--- src/rtl/prog_seq_pkg.sv ---
package prog_seq_pkg;

    typedef enum logic [2:0] {
        OP_READ   = 3'd0,
        OP_WEN    = 3'd1,
        OP_WDS    = 3'd2,
        OP_ERASE  = 3'd3,
        OP_WRITE  = 3'd4,
        OP_ERALL  = 3'd5,
        OP_WRALL  = 3'd6,
        OP_RSVD   = 3'd7
    } prog_op_e;

    typedef enum logic [1:0] {
        ST_IDLE  = 2'd0,
        ST_WAIT  = 2'd1,
        ST_SWEEP = 2'd2
    } seq_state_e;

endpackage

--- src/rtl/prog_tick_div.sv ---
module prog_tick_div #(
    parameter int TICK_DIV = 4
) (
    input  logic clk,
    input  logic rst_n,
    input  logic clear,
    output logic tick
);
    localparam int PW = (TICK_DIV > 1) ? $clog2(TICK_DIV) : 1;
    localparam logic [PW-1:0] LAST = PW'(TICK_DIV - 1);

    logic [PW-1:0] pre_q;

    assign tick = !clear && (pre_q == LAST);

    always_ff @(posedge clk or negedge rst_n) begin
        if (!rst_n) begin
            pre_q <= '0;
        end else if (clear || pre_q == LAST) begin
            pre_q <= '0;
        end else begin
            pre_q <= pre_q + 1'b1;
        end
    end
endmodule

--- src/rtl/prog_tick_timer.sv ---
module prog_tick_timer #(
    parameter int TW = 5
) (
    input  logic          clk,
    input  logic          rst_n,
    input  logic          clear,
    input  logic          tick,
    input  logic [TW-1:0] limit,
    output logic          expire
);
    logic [TW-1:0] cnt_q;

    assign expire = tick && (cnt_q == limit - 1'b1);

    always_ff @(posedge clk or negedge rst_n) begin
        if (!rst_n) begin
            cnt_q <= '0;
        end else if (clear) begin
            cnt_q <= '0;
        end else if (tick) begin
            cnt_q <= cnt_q + 1'b1;
        end
    end
endmodule

--- src/rtl/prog_cycle_seq.sv ---
module prog_cycle_seq
    import prog_seq_pkg::*;
#(
    parameter int ADDR_W      = 4,
    parameter int DATA_W      = 8,
    parameter int TICK_DIV    = 4,
    parameter int T_WORD      = 5,
    parameter int T_ERASE_ALL = 15,
    parameter int T_WRITE_ALL = 30
) (
    input  logic              clk,
    input  logic              rst_n,
    input  logic              cmd_valid,
    input  logic [2:0]        cmd_op,
    input  logic [ADDR_W-1:0] cmd_addr,
    input  logic [DATA_W-1:0] cmd_data,
    input  logic              prog_en,
    output logic              busy,
    output logic              arr_we,
    output logic [ADDR_W-1:0] arr_addr,
    output logic [DATA_W-1:0] arr_wdata
);
    localparam int DEPTH = 1 << ADDR_W;
    localparam int TW    = $clog2(T_WRITE_ALL + 1);
    localparam logic [ADDR_W-1:0] LAST_ADDR = ADDR_W'(DEPTH - 1);
    localparam logic [TW-1:0] LIM_WORD  = TW'(T_WORD);
    localparam logic [TW-1:0] LIM_ERALL = TW'(T_ERASE_ALL);
    localparam logic [TW-1:0] LIM_WRAL2 = TW'(T_WRITE_ALL - T_ERASE_ALL);

    seq_state_e        state;
    prog_op_e          op_q;
    prog_op_e          cmd_op_e;
    logic [ADDR_W-1:0] addr_q;
    logic [DATA_W-1:0] data_q;
    logic              en_q;
    logic              data_pass;
    logic              single_q;
    logic              tmr_clear;
    logic              tick;
    logic              expire;
    logic [TW-1:0]     limit;

    assign cmd_op_e = prog_op_e'(cmd_op);
    assign single_q = (op_q == OP_ERASE) || (op_q == OP_WRITE);

    prog_tick_div #(.TICK_DIV(TICK_DIV)) u_div (
        .clk   (clk),
        .rst_n (rst_n),
        .clear (tmr_clear),
        .tick  (tick)
    );

    prog_tick_timer #(.TW(TW)) u_tmr (
        .clk    (clk),
        .rst_n  (rst_n),
        .clear  (tmr_clear),
        .tick   (tick),
        .limit  (limit),
        .expire (expire)
    );

    // state register and captured command
    always_ff @(posedge clk or negedge rst_n) begin
        if (!rst_n) begin
            state     <= ST_IDLE;
            op_q      <= OP_READ;
            addr_q    <= '0;
            data_q    <= '0;
            en_q      <= 1'b0;
            data_pass <= 1'b0;
        end else begin
            unique case (state)
                ST_IDLE: begin
                    if (cmd_valid) begin
                        case (cmd_op_e)
                            OP_WEN: en_q <= 1'b1;
                            OP_WDS: en_q <= 1'b0;
                            OP_ERASE, OP_WRITE, OP_ERALL, OP_WRALL: begin
                                if (en_q && prog_en) begin
                                    state     <= ST_WAIT;
                                    op_q      <= cmd_op_e;
                                    data_q    <= cmd_data;
                                    addr_q    <= (cmd_op_e == OP_ERASE || cmd_op_e == OP_WRITE)
                                                 ? cmd_addr : '0;
                                    data_pass <= (cmd_op_e == OP_WRITE);
                                end
                            end
                            default: ;
                        endcase
                    end
                end
                ST_WAIT: begin
                    if (expire) state <= ST_SWEEP;
                end
                ST_SWEEP: begin
                    if (single_q || addr_q == LAST_ADDR) begin
                        if (op_q == OP_WRALL && !data_pass) begin
                            data_pass <= 1'b1;
                            addr_q    <= '0;
                            state     <= ST_WAIT;
                        end else begin
                            state <= ST_IDLE;
                        end
                    end else begin
                        addr_q <= addr_q + 1'b1;
                    end
                end
                default: state <= ST_IDLE;
            endcase
        end
    end

    // outputs and timer control
    always_comb begin
        busy      = 1'b0;
        arr_we    = 1'b0;
        tmr_clear = 1'b1;
        arr_addr  = addr_q;
        arr_wdata = data_pass ? data_q : '1;
        unique case (state)
            ST_IDLE:  ;
            ST_WAIT: begin
                busy      = 1'b1;
                tmr_clear = 1'b0;
            end
            ST_SWEEP: begin
                busy   = 1'b1;
                arr_we = 1'b1;
            end
            default: ;
        endcase
        if (single_q)                       limit = LIM_WORD;
        else if (op_q == OP_WRALL && data_pass) limit = LIM_WRAL2;
        else                                limit = LIM_ERALL;
    end
endmodule

--- config.mk ---
export PLATFORM = sky130hd
export DESIGN_NAME = prog_cycle_seq
export DESIGN_NICKNAME = d
export VERILOG_FILES = /design/src/rtl/prog_seq_pkg.sv /design/src/rtl/prog_tick_div.sv /design/src/rtl/prog_tick_timer.sv /design/src/rtl/prog_cycle_seq.sv
export SDC_FILE = /design/constraint.sdc
export NUM_CORES = 1
export LEC_CHECK = 0
export ABC_AREA = 1
export BUFFER_PORTS_ARGS = -buffer_cell sky130_fd_sc_hd__clkbuf_2
export CORE_MARGIN = 8
export CORE_UTILIZATION = 52
export CTS_CLUSTER_DIAMETER = 30
export DETAILED_ROUTE_END_ITERATION = 6
export GPL_ROUTABILITY_DRIVEN = 0
export GPL_TIMING_DRIVEN = 0
export PLACE_DENSITY = 0.77
export SLEW_MARGIN = 30
export SYNTH_ARGS = -nofsm -noshare
export SYNTH_HDL_FRONTEND = slang
export SYNTH_SLANG_ARGS = --single-unit
--- constraint.sdc ---
create_clock -name clk -period 1.96 [get_ports clk]
set_input_delay 0.294 -clock clk [delete_from_list [all_inputs] [get_ports clk]]
set_output_delay 0.294 -clock clk [all_outputs]
set_load 0.01 [all_outputs]
==> reports/results.tsv <==
stage	metric	value	unit
placement	dp_hpwl	2430	microns
power_and_ir_drop	leakage	0.957	nW
hold_path	holdCritStartpoint	cmd_data[6]	
worst_setup_path	reg2reg_from	state[0]	
placement	portBuffers	32	
logic_synthesis	avgSynthCellArea	8.03	sq um
routing	first_iter_violations	47	
power_and_ir_drop	powerDensity	1280	mW/mm^2
logic_synthesis	synth-edff-count	0	
sta	min_period_over_period	84.8	%
worst_setup_path	r2r_cells	9	
worst_setup_path	cp_max_fo	7	
logic_synthesis	synth_cell_types	28	
floorplan	start_util	55.0	%
hold_path	min_to	data_q[6]	
sta	max_clock_freq	602	MHz
final_layout	final_cell_area	0.00178	sq mm
grt	antenna_found_initial	0	
worst_setup_path	r2r_end	arr_addr[3]	
logic_synthesis	ys_seq_area_share	42.9	%
sta	tightest_slew	0.622	ns
sta	finalSetupViolCount	0	
logic_synthesis	ys.flop_type	dfrtp_1	
grt	grt_pass1_wl	5690	microns
final_layout	layout_commonest_cell	nand2_1	
worst_setup_path	r2r_slack	0.30	ns
sta	maxSlewViolCount	0	
sta	slew_headroom	58.5	%
final_layout	antenna_cells	0	
floorplan	die_y	70.0	microns
grt	grt_start_max_net_pins	27	
routing	drt_wl_total	3130	microns
final_layout	drive_above_1_share	27.4	%
floorplan	fp.dieW	70.0	microns
logic_synthesis	ys_top_cells_by_area	dfrtp_1, nand2_1, nand3_1	
cts	cts_max_path_buffers	2	
routing	route.detailed.drc	0	
placement	placed_cell_area	0.00172	sq mm
floorplan	coreArea	0.00276	sq mm
status	status	complete, no violations	
worst_setup_path	crit_arrival	1.90	ns
cts	insertion_delay	0.33	ns
worst_setup_path	cp-end-kind	flip-flop	
floorplan	core.rowCount	19	
logic_synthesis	syn_area	0.00152	sq mm
grt	gr-total-overflow	0	
logic_synthesis	ys_ff_latch	26	
grt	grt_pass1_vias	1335	
floorplan	die-area	0.00490	sq mm
routing	vias_per_cell	5.11	
routing	drt_pre_antenna_iters	4	
logic_synthesis	synth_top_cell_area_share	42.9	%
power_and_ir_drop	ir_drop	1.03	mV
worst_setup_path	cp.required	2.20	ns
logic_synthesis	synth_area_leader_cell	dfrtp_1	
hold_path	whs_path_depth	3	
routing	ant_nets	0	
cts	cts_num_sinks	26	
sta	rsz0062_at_grt	no	
grt	grtUsageTotal	13.5	%
final_layout	syn_to_final_growth	17.2	%
routing	wl_per_cell	12.2	microns
cts	ctsHtreeMaxLevel	1	
logic_synthesis	synthArstFlopShare	100	%
worst_setup_path	cp-start-kind	flip-flop	
logic_synthesis	syn_inst	189	
sta	fin_setup_tns	0	ns
routing	vias	1314	
logic_synthesis	syn_nets	215	
final_layout	finalNetCount	253	
worst_setup_path	critPathKind	reg -> reg	
cts	cts_root_buffer	clkbuf_4	
final_layout	final_cell_mix	nand2_1, clkbuf_2, dfrtp_1	
hold_path	hp-class	in -> reg	
sta	hold_viol_final	0	
cts	cts_tree	done	
sta	period_needed	1.66	ns
cts	cts.clk_slew.worst_paths	0.14	ns
logic_synthesis	synth_warnings	0	
job	drv_cap	0	
floorplan	io-pin-count	33	
sta	skew	0.00560	ns
cts	cts_buffers	3	
[flip-flops by register name, indices dropped and copies added (netlist names)]
signal,flops
arr_addr,4
data_pass,1
data_q,8
en_q,1
op_q,3
state,2
u_div.pre_q,2
u_tmr.cnt_q,5
[per-layer routing]
| metal | GRT usage [%] | up-vias | part of all wire [%] |
|---|---|---|---|
| li1 | - | 693 | - |
| met1 | 16.2 | 588 | 47 |
| met2 | 22.9 | 29 | 46 |
| met3 | 3.11 | 4 | 5.5 |
| met4 | 4.69 | 0 | 1.1 |
| met5 | 0 | - | 0 |
[stage by stage]
stage / setup WS, ns / std cells / hold WS (ns) / power (mW) / util, %
final: 0.298 / 257 / 0.181 / 2.27 / 64.5
after global routing: 0.105 / 257 / 0.184 / 2.49 / 64.5
after CTS: 0.290 / 257 / 0.172 / 2.30 / 64.5
after detailed placement: 0.321 / 252 / 0.344 / 1.92 / 62.3
after global placement: 0.315 / 252 / 0.339 / 1.90 / 62.3
after floorplan: 0.462 / 189 / -0.00159 / 1.61 / -
[power breakdown]
| group | leakage [nW] | total [mW] | internal [mW] | switching, mW |
|---|---|---|---|---|
| clock | 0.0279 | 0.370 | 0.207 | 0.163 |
| combinational | 0.593 | 0.994 | 0.395 | 0.599 |
| sequential | 0.336 | 0.905 | 0.734 | 0.171 |
[area by class of cell]
cell class | count | area, sq um
sequential | 26 | 651
multi-input combinational | 141 | 777
inverter | 21 | 78.8
clock inverter | 1 | 30.0
timing repair buffer | 33 | 170
buffer | 1 | 11.3
clock buffer | 3 | 22.5
tap | 31 | 38.8
fill | 246 | 978
[cell families (layout without fill, tap and decap cells)]
group           after synthesis  count (layout)  synth area share (%)
buf+inv                      22              59                  5.94
compound gates               22              22                  8.33
fa+ha+maj                     7               7                  5.77
flops                        26              26                  42.9
xor+xnor                      2               2                  1.15
simple gates                110             110                  35.9
[worst max-delay path by stage]
stage                  start          end  slack [ns]  cells past startpoint
floorplan           state[0]  arr_addr[0]        0.46                      9
global placement    state[0]  arr_addr[3]        0.31                      9
detailed placement  state[1]     state[1]        0.32                     11
CTS                 state[0]  arr_addr[3]        0.29                      9
global route        state[0]  arr_addr[0]        0.11                      9
finish              state[0]  arr_addr[3]        0.30                      9
[cell usage after synthesis (2+ instances only)]
master,number
dfrtp_1,26
or2_2,8
nand4_1,2
a21oi_2,2
inv_2,3
nand3_1,24
nor3_1,2
nor2_1,11
a21oi_1,7
inv_1,17
nand2_1,52
o21ai_1,2
nand3_2,3
nor2_2,2
nand2_2,2
ha_1,7
o21ai_0,8
[worst max-delay path: stages (launching register included)]
cell and delay (ns):
dfrtp_1 0.44, inv_1 0.09, ha_1 0.30, inv_1 0.15
a21oi_1 0.18, nand2_1 0.09, nand3_2 0.14, inv_2 0.06
nand2_1 0.06, nand2_1 0.05
[repair_timing]
action	CTS	global route
hold buffers	1	0
hold endpoints to repair	26	0
endpoints found under the setup margin	0	0
gates resized for setup	0	0
setup buffers	0	0
No activity file was read; power rests on OpenSTA's default activity.
